===== src/rtl/sdinit_pkg.sv =====
package sdinit_pkg;

    // Command encoding on {cs_n, ras_n, cas_n, we_n}
    typedef enum logic [3:0] {
        CMD_NOP = 4'b0111,
        CMD_PRE = 4'b0010,
        CMD_REF = 4'b0001,
        CMD_MRS = 4'b0000
    } sd_cmd_e;

    // Each waiting state names the action taken when the gap timer expires
    typedef enum logic [2:0] {
        ST_W_PRE,
        ST_W_REF,
        ST_W_MRS,
        ST_W_RDY,
        ST_DONE
    } sdinit_state_e;

    function automatic int unsigned cyc_ceil(input int unsigned t_ps, input int unsigned clk_ps);
        return (t_ps + clk_ps - 1) / clk_ps;
    endfunction

endpackage


===== src/rtl/sdinit_wait_timer.sv =====
module sdinit_wait_timer #(
    parameter int unsigned      CNT_W   = 16,
    parameter logic [CNT_W-1:0] RST_VAL = '0
) (
    input  logic             clk,
    input  logic             rst,
    input  logic             load_i,
    input  logic [CNT_W-1:0] val_i,
    output logic             zero_o
);

    typedef struct packed {
        logic [CNT_W-1:0] cnt;
    } tmr_t;

    tmr_t tmr_d, tmr_q;

    always_comb begin
        tmr_d = tmr_q;
        if (load_i) begin
            tmr_d.cnt = val_i;
        end else if (tmr_q.cnt != '0) begin
            tmr_d.cnt = tmr_q.cnt - 1'b1;
        end
    end

    always_ff @(posedge clk) begin
        if (rst) begin
            tmr_q.cnt <= RST_VAL;
        end else begin
            tmr_q <= tmr_d;
        end
    end

    assign zero_o = (tmr_q.cnt == '0);

    // Once expired and not reloaded, the timer stays expired (supports R4 gap lengths)
    p_timer_hold_r4: assert property (@(posedge clk) disable iff (rst)
        (zero_o && !load_i) |=> zero_o);

    // A load of a non-zero value clears the expired flag on the next cycle
    p_timer_load_r4: assert property (@(posedge clk) disable iff (rst)
        (load_i && val_i != '0) |=> !zero_o);

endmodule


===== src/rtl/sdinit_pin_driver.sv =====
module sdinit_pin_driver
    import sdinit_pkg::*;
#(
    parameter int unsigned ADDR_W = 12
) (
    input  logic              clk,
    input  logic              rst,
    input  sd_cmd_e           cmd_i,
    input  logic [ADDR_W-1:0] addr_i,
    input  logic              ba_i,
    input  logic              done_set_i,
    output logic              cke_o,
    output logic              cs_n_o,
    output logic              ras_n_o,
    output logic              cas_n_o,
    output logic              we_n_o,
    output logic              ba_o,
    output logic [ADDR_W-1:0] addr_o,
    output logic [1:0]        dqm_o,
    output logic              done_o
);

    typedef struct packed {
        logic              cke;
        sd_cmd_e           cmd;
        logic              ba;
        logic [ADDR_W-1:0] addr;
        logic [1:0]        dqm;
        logic              done;
    } pins_t;

    pins_t pins_d, pins_q;

    always_comb begin
        pins_d      = pins_q;
        pins_d.cke  = 1'b1;
        pins_d.dqm  = 2'b11;
        pins_d.cmd  = cmd_i;
        pins_d.addr = addr_i;
        pins_d.ba   = ba_i;
        pins_d.done = pins_q.done | done_set_i;
    end

    always_ff @(posedge clk) begin
        if (rst) begin
            pins_q.cke  <= 1'b1;
            pins_q.cmd  <= CMD_NOP;
            pins_q.ba   <= 1'b0;
            pins_q.addr <= '0;
            pins_q.dqm  <= 2'b11;
            pins_q.done <= 1'b0;
        end else begin
            pins_q <= pins_d;
        end
    end

    assign cke_o   = pins_q.cke;
    assign {cs_n_o, ras_n_o, cas_n_o, we_n_o} = pins_q.cmd;
    assign ba_o    = pins_q.ba;
    assign addr_o  = pins_q.addr;
    assign dqm_o   = pins_q.dqm;
    assign done_o  = pins_q.done;

    // The done flag is sticky until reset
    p_done_sticky_r7: assert property (@(posedge clk) disable iff (rst)
        done_o |=> done_o);

endmodule


===== src/rtl/sdram_powerup_seq.sv =====
module sdram_powerup_seq
    import sdinit_pkg::*;
#(
    parameter int unsigned CLK_PS        = 4000,
    parameter int unsigned SETTLE_NS     = 200000,
    parameter int unsigned TRP_NS        = 15,
    parameter int unsigned TRC_NS        = 55,
    parameter int unsigned MRD_CYC       = 2,
    parameter int unsigned REFRESH_CNT   = 2,
    parameter bit          REFRESH_FIRST = 1'b1,
    parameter int unsigned ADDR_W        = 12,
    parameter int unsigned AP_BIT        = 10
) (
    input  logic              clk,
    input  logic              rst,
    input  logic [ADDR_W-1:0] mode_word,
    output logic              sd_cke,
    output logic              sd_cs_n,
    output logic              sd_ras_n,
    output logic              sd_cas_n,
    output logic              sd_we_n,
    output logic              sd_ba,
    output logic [ADDR_W-1:0] sd_addr,
    output logic [1:0]        sd_dqm,
    output logic              init_done
);

    localparam int unsigned SETTLE_CYC = cyc_ceil(SETTLE_NS * 1000, CLK_PS);
    localparam int unsigned TRP_CYC    = cyc_ceil(TRP_NS * 1000, CLK_PS);
    localparam int unsigned TRC_CYC    = cyc_ceil(TRC_NS * 1000, CLK_PS);
    localparam int unsigned MAX_CYC    = (SETTLE_CYC > TRC_CYC) ? SETTLE_CYC : TRC_CYC;
    localparam int unsigned CNT_W      = $clog2(MAX_CYC + 1);
    localparam int unsigned REF_W      = $clog2(REFRESH_CNT + 1);

    localparam logic [CNT_W-1:0] SETTLE_LD = CNT_W'(SETTLE_CYC);
    localparam logic [CNT_W-1:0] TRP_LD    = CNT_W'(TRP_CYC - 1);
    localparam logic [CNT_W-1:0] TRC_LD    = CNT_W'(TRC_CYC - 1);
    localparam logic [CNT_W-1:0] MRD_LD    = CNT_W'(MRD_CYC - 1);
    localparam logic [REF_W-1:0] REF_LAST  = REF_W'(REFRESH_CNT - 1);

    // Order of the refresh and mode-write steps is chosen by REFRESH_FIRST
    localparam sdinit_state_e AFTER_PRE  = REFRESH_FIRST ? ST_W_REF : ST_W_MRS;
    localparam sdinit_state_e AFTER_REFS = REFRESH_FIRST ? ST_W_MRS : ST_W_RDY;
    localparam sdinit_state_e AFTER_MRS  = REFRESH_FIRST ? ST_W_RDY : ST_W_REF;

    typedef struct packed {
        sdinit_state_e    st;
        logic [REF_W-1:0] ref_cnt;
    } fsm_t;

    fsm_t              fsm_d, fsm_q;
    sd_cmd_e           cmd_nx;
    logic [ADDR_W-1:0] addr_nx;
    logic              ba_nx;
    logic              tmr_load;
    logic [CNT_W-1:0]  tmr_val;
    logic              tmr_zero;
    logic              done_set;

    sdinit_wait_timer #(
        .CNT_W   (CNT_W),
        .RST_VAL (SETTLE_LD)
    ) i_timer (
        .clk    (clk),
        .rst    (rst),
        .load_i (tmr_load),
        .val_i  (tmr_val),
        .zero_o (tmr_zero)
    );

    always_comb begin
        fsm_d    = fsm_q;
        cmd_nx   = CMD_NOP;
        addr_nx  = '0;
        ba_nx    = 1'b0;
        tmr_load = 1'b0;
        tmr_val  = '0;
        done_set = 1'b0;
        if (tmr_zero) begin
            unique case (fsm_q.st)
                ST_W_PRE: begin
                    cmd_nx          = CMD_PRE;
                    addr_nx[AP_BIT] = 1'b1;
                    tmr_load        = 1'b1;
                    tmr_val         = TRP_LD;
                    fsm_d.st        = AFTER_PRE;
                end
                ST_W_REF: begin
                    cmd_nx        = CMD_REF;
                    tmr_load      = 1'b1;
                    tmr_val       = TRC_LD;
                    fsm_d.ref_cnt = fsm_q.ref_cnt + 1'b1;
                    if (fsm_q.ref_cnt == REF_LAST) begin
                        fsm_d.st = AFTER_REFS;
                    end
                end
                ST_W_MRS: begin
                    cmd_nx   = CMD_MRS;
                    addr_nx  = mode_word;
                    tmr_load = 1'b1;
                    tmr_val  = MRD_LD;
                    fsm_d.st = AFTER_MRS;
                end
                ST_W_RDY: begin
                    done_set = 1'b1;
                    fsm_d.st = ST_DONE;
                end
                ST_DONE: begin
                end
                default: fsm_d.st = ST_W_PRE;
            endcase
        end
    end

    always_ff @(posedge clk) begin
        if (rst) begin
            fsm_q.st      <= ST_W_PRE;
            fsm_q.ref_cnt <= '0;
        end else begin
            fsm_q <= fsm_d;
        end
    end

    sdinit_pin_driver #(
        .ADDR_W (ADDR_W)
    ) i_pins (
        .clk        (clk),
        .rst        (rst),
        .cmd_i      (cmd_nx),
        .addr_i     (addr_nx),
        .ba_i       (ba_nx),
        .done_set_i (done_set),
        .cke_o      (sd_cke),
        .cs_n_o     (sd_cs_n),
        .ras_n_o    (sd_ras_n),
        .cas_n_o    (sd_cas_n),
        .we_n_o     (sd_we_n),
        .ba_o       (sd_ba),
        .addr_o     (sd_addr),
        .dqm_o      (sd_dqm),
        .done_o     (init_done)
    );

    logic [3:0] pin_cmd;
    assign pin_cmd = {sd_cs_n, sd_ras_n, sd_cas_n, sd_we_n};

    p_hold_masks_r1: assert property (@(posedge clk) disable iff (rst)
        !init_done |-> (sd_cke && sd_dqm == 2'b11));

    p_pre_all_r3: assert property (@(posedge clk) disable iff (rst)
        (pin_cmd == CMD_PRE) |-> sd_addr[AP_BIT]);

    p_ref_bound_r4: assert property (@(posedge clk) disable iff (rst)
        fsm_q.ref_cnt <= REF_W'(REFRESH_CNT));

    p_mrs_payload_r5: assert property (@(posedge clk) disable iff (rst)
        (pin_cmd == CMD_MRS) |-> (sd_addr == $past(mode_word) && !sd_ba));

    p_mrs_guard_r6: assert property (@(posedge clk) disable iff (rst)
        (pin_cmd == CMD_MRS) |=> (pin_cmd == CMD_NOP && !init_done));

    p_quiet_after_done_r7: assert property (@(posedge clk) disable iff (rst)
        init_done |-> (pin_cmd == CMD_NOP));

endmodule


===== config.mk =====
export PLATFORM = sky130hd
export DESIGN_NAME = sdram_powerup_seq
export DESIGN_NICKNAME = d
export VERILOG_FILES = /design/src/rtl/sdinit_pkg.sv /design/src/rtl/sdinit_wait_timer.sv /design/src/rtl/sdinit_pin_driver.sv /design/src/rtl/sdram_powerup_seq.sv
export SDC_FILE = /design/constraint.sdc
export NUM_CORES = 1
export LEC_CHECK = 0
export BUFFER_PORTS_ARGS = -buffer_cell sky130_fd_sc_hd__clkbuf_2
export CORE_AREA = 2 2 73 75
export DETAILED_ROUTE_END_ITERATION = 7
export DIE_AREA = 0 0 75 77
export PLACE_DENSITY_LB_ADDON = 0.25
export SYNTH_ARGS = -nofsm -noshare
export SYNTH_HDL_FRONTEND = slang
export SYNTH_HIERARCHICAL = 1
export SYNTH_SLANG_ARGS = --single-unit

===== constraint.sdc =====
create_clock -name clk -period 3.95 [get_ports clk]
set_input_delay 0 -clock clk [delete_from_list [all_inputs] [get_ports clk]]
set_output_delay 0 -clock clk [all_outputs]
set_load 0.03 [all_outputs]

==> results.py, run 1 <==
metrics = {
    "finish": {
        "final_nets": 265,
        "finalInstanceArea_sq_um": 2240,
        "fin_util_pct": 45.0,
        "syn_to_final_growth_pct": 17.3,
        "drive_gt1_share_pct": 20.8,
        "diodes": 0,
    },
    "outcome": {
        "outcome": "complete, no violations",
    },
    "clocking": {
        "cts_root_buffer": "clkbuf_8",
        "clkTransAtPathRegs_ns": 0.08,
        "cts_resized": 0,
        "clk-insertion-delay-late_ns": 0.29,
        "clock-sinks": 39,
        "postCtsSetupBuffers": 0,
        "htree_levels": 2,
        "cts_buffer_depth": 2,
        "tritoncts": "done",
        "cts_buffers": 5,
    },
    "sta": {
        "post-route-period-util_pct": 72.9,
        "slew_violations": 0,
        "hold_slack_ns": 0.0120,
        "maxSlewHeadroom_pct": 48.7,
        "max_slew.worst_pin.slew_ns": 0.770,
        "min_period_ns": 2.88,
        "rsz0062_at_grt": "no",
        "finalHoldViolCount": 0,
        "fin_skew_ns": 0.00647,
        "tns_ns": 0,
        "max_freq_ghz": 0.347,
        "finalSetupViolCount": 0,
    },
    "synth": {
        "seq_area_frac_synth_pct": 40.8,
        "synth.top_cell.area_share_pct": 40.8,
        "netlist_area_sq_um": 1910,
        "synthTopCellsByCount": "dfxtp_1, nor2_1, nand2_1",
        "synth_area_leaders": "dfxtp_1, and2_1, nor2_1",
        "synth_cell_types": 54,
        "netlist_instances": 207,
        "synth_async_sr_flop_share_pct": 0,
        "synthFlopType": "dfxtp_1",
        "ys_warn_count": 6,
        "syn_area_per_cell_sq_um": 9.24,
        "synth_edf_count": 0,
        "synth_area_leader_cell": "dfxtp_1",
        "yosysMostFrequentCell": "dfxtp_1",
        "ys_seq_elements": 39,
    },
    "min_path": {
        "whs_path_depth": 3,
        "whs_endpoint": "i_pins/addr_o[11]$_SDFF_PP0_",
        "hold_start": "mode_word[11]",
        "hold_class": "in2reg",
    },
    "die": {
        "start_util_pct": 38.4,
        "num_rows": 26,
        "fp.dieH_microns": 77,
        "core_area_sq_um": 4980,
        "pin_count": 35,
        "dieArea_sq_um": 5780,
        "die_x_microns": 75,
    },
    "global_route": {
        "overflow": 0,
        "antenna_found_initial": 0,
        "grt_pass1_vias": 1359,
        "grtUsageTotal_pct": 13.3,
        "grt_max_degree": 44,
        "grt_pass1_wl_microns": 5960,
    },
    "detailed_routing": {
        "drtIter0Drc": 64,
        "vias": 1468,
        "viasPerCell": 4.59,
        "drt_wl_total_microns": 3550,
        "ant_nets": 0,
        "wire_per_inst_microns": 11.1,
        "remaining_drc_errors": 0,
        "drt-pass1-iter-count": 4,
    },
    "setup_path": {
        "worstSetupStartpointType": "flop",
        "timing.rr.start": "i_timer/tmr_q[0]$_SDFFE_PP0P_",
        "reg2reg_depth": 10,
        "rr_endpoint": "i_timer/tmr_q[12]$_SDFFE_PP0P_",
        "critical_path_class": "reg2reg",
        "arrival_ns": 3.03,
        "crit_fanout": 20,
        "regToRegSetupSlack_ns": 1.07,
        "end_kind": "flop",
        "crit_required_ns": 4.10,
    },
    "placement": {
        "post_dp_cell_area_sq_um": 2120,
        "gp_routability_congestion": 0.781,
        "port_buffers": 31,
        "hpwl_microns": 2570,
    },
    "flow_run": {
        "maxCapViolCount": 0,
    },
    "power": {
        "p_leak_nw": 0.969,
        "ir_drop_mv": 0.180,
        "power.density_nw_per_um2": 364,
    },
}
[kinds of logic after synthesis]
kind of cell | after synthesis | share of synthesized area (%)
AND/OR/NAND/NOR | 92 | 29.6
AO/OA/AOI/OAI | 39 | 14.3
flip-flops | 39 | 40.8
buffers and inverters | 20 | 6.74
XOR/XNOR | 8 | 3.67
multiplexers | 5 | 3.14
adder cells (fa/ha/maj) | 2 | 1.31
other | 2 | 0.393
[worst max-delay path, stage by stage (launching register included)]
cell and delay, ns:
dfxtp_1 0.32, inv_1 0.09, ha_1 0.20, or4b_1 0.62
nor4_4 0.57, nand2b_1 0.18, a21oi_1 0.15, buf_4 0.24
inv_1 0.16, nor2_1 0.15, a211oi_2 0.05
[cells in the final DEF (no fill, tap or decap), drive strengths merged, types with 4 or more instances in the layout]
master and instances:
clkbuf 36, nand2 13, nor3 6, inv 6, dfxtp 39, conb 17, o22ai 5, xnor2 5
nor2 21, and2b 9, or2 5, o21ai 4, nor2b 9, and2 12, a21oi 10
[stage by stage]
stage / power [W] / instances / worst slack (ns)
after floorplan: 0.000478 / 222 / 1.14
after global placement: 0.000492 / 311 / 1.13
after detailed placement: 0.000493 / 311 / 1.08
after CTS: 0.000829 / 320 / 1.07
after global routing: 0.000852 / 320 / 0.826
final: 0.000815 / 320 / 1.07
[what timing repair did]
action | CTS | global route
setup endpoints to repair | 0 | 0
hold endpoints to repair | 1 | 0
hold buffers | 1 | 0
[worst max-delay path by stage]
stage / start / slack [ns] / to / depth (start not counted)
2_1_floorplan: i_timer/tmr_q[0]$_SDFFE_PP0P_ / 1.14 / i_timer/tmr_q[0]$_SDFFE_PP0P_ / 12
3_3_place_gp: i_timer/tmr_q[0]$_SDFFE_PP0P_ / 1.13 / i_timer/tmr_q[13]$_SDFFE_PP0P_ / 10
3_5_place_dp: i_timer/tmr_q[0]$_SDFFE_PP0P_ / 1.08 / i_timer/tmr_q[12]$_SDFFE_PP0P_ / 10
4_1_cts: i_timer/tmr_q[0]$_SDFFE_PP0P_ / 1.07 / i_timer/tmr_q[12]$_SDFFE_PP0P_ / 10
5_1_grt: i_timer/tmr_q[0]$_SDFFE_PP0P_ / 0.83 / i_timer/tmr_q[10]$_SDFFE_PP0P_ / 10
6_report: i_timer/tmr_q[0]$_SDFFE_PP0P_ / 1.07 / i_timer/tmr_q[12]$_SDFFE_PP0P_ / 10
[area by class of cell]
cell class,instances,area (sq um)
clock buffer,5,68.8
clock inverter,3,43.8
fill,516,2740
inverter,6,22.5
multi-input combinational,163,1060
sequential,39,781
tap,70,87.6
timing repair buffer,34,180
[per-layer routing]
metal  wire (microns)  vias to the layer above  global-route usage (%)  share of wire (%)
li1                 -                      775                       -                  -
met1             1630                      671                    15.2                 46
met2             1760                       15                    22.5                 50
met3              102                        7                    4.47                2.9
met4               59                        0                    4.82                1.7
met5                0                        -                       0                  0
[report_power, final]
group	switching (W)	internal (W)
Sequential	0.0000124	0.000404
Combinational	0.0000392	0.0000291
Clock	0.000143	0.000188
Total	0.000194	0.000621
[state kept, by name (all words and copies together) (netlist names)]
| register | cells |
|---|---|
| i_pins/cs_n_o | 1 |
| i_pins/ras_n_o | 1 |
| i_pins/addr_o | 12 |
| i_pins/ba_o | 1 |
| i_timer/tmr_q | 16 |
| i_pins/we_n_o | 1 |
| i_pins/done_o | 1 |
| fsm_q | 5 |
| i_pins/cas_n_o | 1 |
(Power assumes the default switching activity.)
==> run 2, diff against run 1 <==
==> constraint.sdc (replaced) <==
create_clock -name clk -period 2.4 [get_ports clk]
set_input_delay 0 -clock clk [delete_from_list [all_inputs] [get_ports clk]]
set_output_delay 0 -clock clk [all_outputs]
set_load 0.03 [all_outputs]
==> results.py, run 2 (same netlist as run 1, synthesis figures left out) <==
metrics = {
    "outcome": {
        "outcome": "complete, no violations",
    },
    "placement": {
        "dp.cells": 322,
        "port_buffers": 31,
        "place_ws_ns": 0.0464,
        "gp_routability_congestion": 0.786,
        "hpwl_microns": 2710,
    },
    "sta": {
        "finalSetupViolCount": 0,
        "rsz0062_at_grt": "yes",
        "max_slew.worst_pin.slew_ns": 0.581,
        "finalHoldViolCount": 0,
        "min_period_ns": 2.33,
        "slew_violations": 0,
        "maxSlewHeadroom_pct": 60.9,
        "post-route-period-util_pct": 97.3,
        "max_freq_ghz": 0.428,
        "tns_ns": 0,
        "fin_skew_ns": 0.00330,
        "final.setup.worst_slack_ns": 0.0651,
    },
    "setup_path": {
        "critical_path_class": "reg2reg",
        "cp_slowest_cell": "or4_1",
        "path_cells": "or4_1 -> nor4_4 -> buf_4 -> and4bb_4 -> mux2_4",
        "path_buf_inv": 1,
        "end_kind": "flop",
        "crit_required_ns": 2.58,
        "crit_fanout": 5,
        "critical-path-top-delay-family": "simple AND/OR/NAND/NOR gates",
        "reg2reg_depth": 5,
        "critPathMaxStageDelay_ns": 0.65,
        "arrival_ns": 2.51,
        "path_depth": 5,
        "worstSetupStartpointType": "flop",
    },
    "die": {
        "start_util_pct": 38.4,
        "dieArea_sq_um": 5780,
        "fp.dieH_microns": 77,
        "pin_count": 35,
        "die_x_microns": 75,
        "num_rows": 26,
        "core_area_sq_um": 4980,
    },
    "power": {
        "power_w": 0.00147,
        "power.density_nw_per_um2": 601,
        "ir_drop_mv": 0.343,
        "p_leak_nw": 1.06,
    },
    "detailed_routing": {
        "drtIter0Drc": 64,
        "ant_nets": 0,
        "remaining_drc_errors": 0,
        "drt-pass1-iter-count": 4,
        "viasPerCell": 4.58,
        "vias": 1545,
        "drt_wl_total_microns": 3900,
        "wire_per_inst_microns": 11.6,
    },
    "clocking": {
        "clkTransAtPathRegs_ns": 0.08,
        "clock-sinks": 39,
        "htree_levels": 2,
        "tritoncts": "done",
        "cts_buffer_depth": 2,
        "clk-insertion-delay-late_ns": 0.28,
        "cts_buffers": 5,
        "cts_root_buffer": "clkbuf_8",
    },
    "finish": {
        "mostFrequentLayoutCells": "dfxtp_1, clkbuf_2, nor2_1, conb_1, buf_4",
        "fin_util_pct": 49.1,
        "regMostFlops": "i_timer/tmr_q",
        "diodes": 0,
        "final_common_cell": "dfxtp_1",
        "largest_reg_flops": 16,
        "finalNonFillerCells": 337,
        "final_nets": 282,
        "drive_gt1_share_pct": 29.2,
        "syn_to_final_growth_pct": 27.9,
        "n_fill_cell": 496,
    },
    "global_route": {
        "grt_max_degree": 43,
        "grtUsageTotal_pct": 14.3,
        "grt_pass1_wl_microns": 6510,
        "grt_pass1_vias": 1437,
        "overflow": 0,
        "antenna_found_initial": 0,
    },
    "min_path": {
        "hold_class": "in2reg",
        "whs_path_depth": 3,
    },
    "flow_run": {
        "maxCapViolCount": 0,
    },
}
[run 2: worst paths after layout]
kind	startpoint	to	slack, ns
setup / recovery	i_timer/tmr_q[9]$_SDFFE_PP1P_	fsm_q[1]$_SDFFE_PP0P_	0.07
hold / removal	mode_word[11]	i_pins/addr_o[11]$_SDFF_PP0_	0.02
setup reg to reg	i_timer/tmr_q[9]$_SDFFE_PP1P_	fsm_q[1]$_SDFFE_PP0P_	0.07
hold reg to reg	i_pins/done_o$_SDFF_PP0_	i_pins/done_o$_SDFF_PP0_	0.47
[run 2: layer usage]
metal	vias to the layer above	global-route usage, %	part of all wire, %
met4	0	3.75	0.59
met5	-	0	0
met2	15	22.2	49
li1	812	-	-
met3	2	3.94	2.4
met1	716	19.3	48
[run 2: per-stage QoR]
step                hold WS [ns]  cell area, sq um
CTS                      0.00983              2360
global route              0.0337              2450
floorplan                  0.118              2000
detailed placement         0.315              2230
global placement           0.307              2230
finish                    0.0213              2450
[run 2: repair_timing]
item                       in CTS  in global routing
buffers inserted                0                  7
setup endpoints to repair       0                 14
gates resized for setup         0                  6
hold buffers                    0                  0
[run 2: cell type report]
class	instances	area, sq um	area share (%)
Timing Repair Buffer	51	317	12.9
Tap cell	70	87.6	3.58
Clock buffer	6	72.6	2.97
Clock inverter	2	60.1	2.46
Multi-Input combinational cell	163	1100	45.1
Inverter	6	22.5	0.921
Sequential cell	39	783	32.0
[run 2: power by group]
group	total [W]	switching [W]	internal (W)
Combinational	0.000148	0.0000797	0.0000686
Sequential	0.000682	0.0000166	0.000665
Clock	0.000640	0.000225	0.000416
Total	0.00147	0.000321	0.00115
[run 2: tightest hold or removal path: stages]
cell and delay [ns]:
clkbuf_2 0.07, and2_1 0.10, and2b_1 0.11
==> run 3, diff against run 2 <==
--- a/config.mk
+++ b/config.mk
@@ -6,10 +6,11 @@
 export NUM_CORES = 1
 export LEC_CHECK = 0
 export BUFFER_PORTS_ARGS = -buffer_cell sky130_fd_sc_hd__clkbuf_2
+export CAP_MARGIN = 20
 export CORE_AREA = 2 2 73 75
 export DETAILED_ROUTE_END_ITERATION = 7
 export DIE_AREA = 0 0 75 77
-export PLACE_DENSITY_LB_ADDON = 0.25
+export PLACE_DENSITY = 0.71
 export SYNTH_ARGS = -nofsm -noshare
 export SYNTH_HDL_FRONTEND = slang
 export SYNTH_HIERARCHICAL = 1
==> results.py, run 3 (same netlist as run 1, synthesis figures left out) <==
metrics = {
    "clocking": {
        "clkTransAtPathRegs_ns": 0.08,
        "cts_root_buffer": "clkbuf_8",
        "clk-insertion-delay-late_ns": 0.29,
        "htree_levels": 2,
        "hold_buffers": 0,
        "cts_buffer_depth": 2,
        "cts_buffers": 5,
        "clock-sinks": 39,
        "tritoncts": "done",
    },
    "setup_path": {
        "arrival_ns": 2.50,
        "critPathMaxStageDelay_ns": 0.50,
        "path_cells": "inv_2 -> ha_4 -> or4b_4 -> buf_6 -> or4b_4 -> nor3_4 -> xor2_1 -> a221o_1",
        "crit_required_ns": 2.59,
        "critical_path_class": "reg2reg",
        "end_kind": "flop",
        "cp_common_cell": "or4b_4",
        "cp_slowest_cell": "or4b_4",
        "worstSetupStartpointType": "flop",
        "crit_fanout": 3,
    },
    "global_route": {
        "grt_max_degree": 43,
        "overflow": 0,
        "grt_pass1_wl_microns": 6050,
        "grt_busiest_layer": "met2",
        "grt_pass1_vias": 1340,
        "antenna_found_initial": 0,
        "grt_util_met3_pct": 3.94,
        "use_met1_pct": 16.2,
        "grt_use_met2_pct": 21.9,
        "grtUsageTotal_pct": 13.7,
    },
    "finish": {
        "largest_reg_flops": 16,
        "final_common_cell": "dfxtp_1",
        "regMostFlops": "i_timer/tmr_q",
        "diodes": 0,
        "drive_gt1_share_pct": 29.3,
        "n_fill_cell": 488,
        "mostFrequentLayoutCells": "dfxtp_1, clkbuf_2, nor2_1, conb_1, buf_4",
        "final_nets": 278,
        "syn_to_final_growth_pct": 24.0,
    },
    "sta": {
        "max_slew.worst_pin.slew_ns": 0.489,
        "max_freq_ghz": 0.432,
        "slew_violations": 0,
        "finalSetupViolCount": 0,
        "fin_skew_ns": 0.00206,
        "post-route-period-util_pct": 96.5,
        "maxSlewHeadroom_pct": 67.1,
        "finalHoldViolCount": 0,
        "rsz0062_at_grt": "yes",
        "hold_slack_ns": 0.0136,
        "min_period_ns": 2.32,
        "final.setup.worst_slack_ns": 0.0850,
    },
    "detailed_routing": {
        "ant_nets": 0,
        "remaining_drc_errors": 0,
        "wire_per_inst_microns": 11.2,
        "drt-pass1-iter-count": 4,
        "vias": 1497,
        "drt_wl_total_microns": 3730,
        "viasPerCell": 4.50,
        "drtIter0Drc": 38,
    },
    "die": {
        "start_util_pct": 38.4,
        "num_rows": 26,
        "pin_count": 35,
        "dieArea_sq_um": 5780,
        "core_area_sq_um": 4980,
        "die_x_microns": 75,
        "fp.dieH_microns": 77,
    },
    "flow_run": {
        "maxCapViolCount": 0,
    },
    "power": {
        "ir_drop_mv": 0.230,
        "power.density_nw_per_um2": 533,
        "p_leak_nw": 1.03,
    },
    "placement": {
        "gp_routability_congestion": 0.841,
        "hpwl_microns": 2630,
        "port_buffers": 31,
        "place_ws_ns": -0.0824,
    },
    "min_path": {
        "hold_class": "in2reg",
    },
    "outcome": {
        "outcome": "complete, no violations",
    },
}
[run 3: timing repair]
action | CTS | global route
pin swaps | 6 | 2
endpoints found under the setup margin | 14 | 28
gates cloned | 0 | 0
resized for setup | 1 | 5
setup buffers | 4 | 1
[run 3: layer usage]
metal  vias to the layer above  routed length [microns]
li1                        800                        -
met1                       674                     1720
met5                         -                        0
met4                         0                       89
met3                         7                       91
met2                        16                     1820
[run 3: stage by stage]
step	std cells	power, W	utilization [%]	area (sq um)	TNS [ns]
floorplan	222	0.000795	-	2000	-2.88
global placement	320	0.000832	44.5	2220	0
detailed placement	320	0.000835	44.5	2220	-0.411
CTS	332	0.00129	47.0	2340	0
global route	333	0.00133	47.6	2370	-0.0308
finish	333	0.00126	47.6	2370	0
[run 3: path summary, 6_finish.rpt]
| path | start | end | slack (ns) | cells past startpoint |
|---|---|---|---|---|
| max | i_timer/tmr_q[0]$_SDFFE_PP0P_ | i_timer/tmr_q[14]$_SDFFE_PP1P_ | 0.08 | 8 |
| min reg2reg | i_pins/done_o$_SDFF_PP0_ | i_pins/done_o$_SDFF_PP0_ | 0.47 | 1 |
| max reg2reg | i_timer/tmr_q[0]$_SDFFE_PP0P_ | i_timer/tmr_q[14]$_SDFFE_PP1P_ | 0.08 | 8 |
| min | mode_word[5] | i_pins/addr_o[5]$_SDFF_PP0_ | 0.01 | 3 |
[run 3: critical path: cells and delay by family (launching register included)]
family                     cells  cell delay, ns
buffers and inverters          2            0.21
xor gates and xnor gates       1            0.08
and+or+nand+nor                3            1.12
DFF                            1            0.33
adders and majority gates      1            0.15
AOI/OAI and AO/OA              1            0.31
[run 3: layout make-up]
| class | instances | area, sq um | share of cell area [%] |
|---|---|---|---|
| timing repair buffer | 47 | 279 | 11.8 |
| inverter | 6 | 22.5 | 0.950 |
| clock inverter | 3 | 20.0 | 0.844 |
| multi-input combinational | 163 | 1110 | 46.8 |
| sequential | 39 | 783 | 33.0 |
| tap | 70 | 87.6 | 3.69 |
| clock buffer | 5 | 68.8 | 2.90 |
[run 3: power breakdown]
part | switching, W | total, W | internal, W | leakage (nW)
combinational | 0.0000781 | 0.000147 | 0.0000686 | 0.668
sequential | 0.0000157 | 0.000681 | 0.000665 | 0.317
clock | 0.000235 | 0.000437 | 0.000202 | 0.0402
total | 0.000328 | 0.00126 | 0.000936 | 1.03
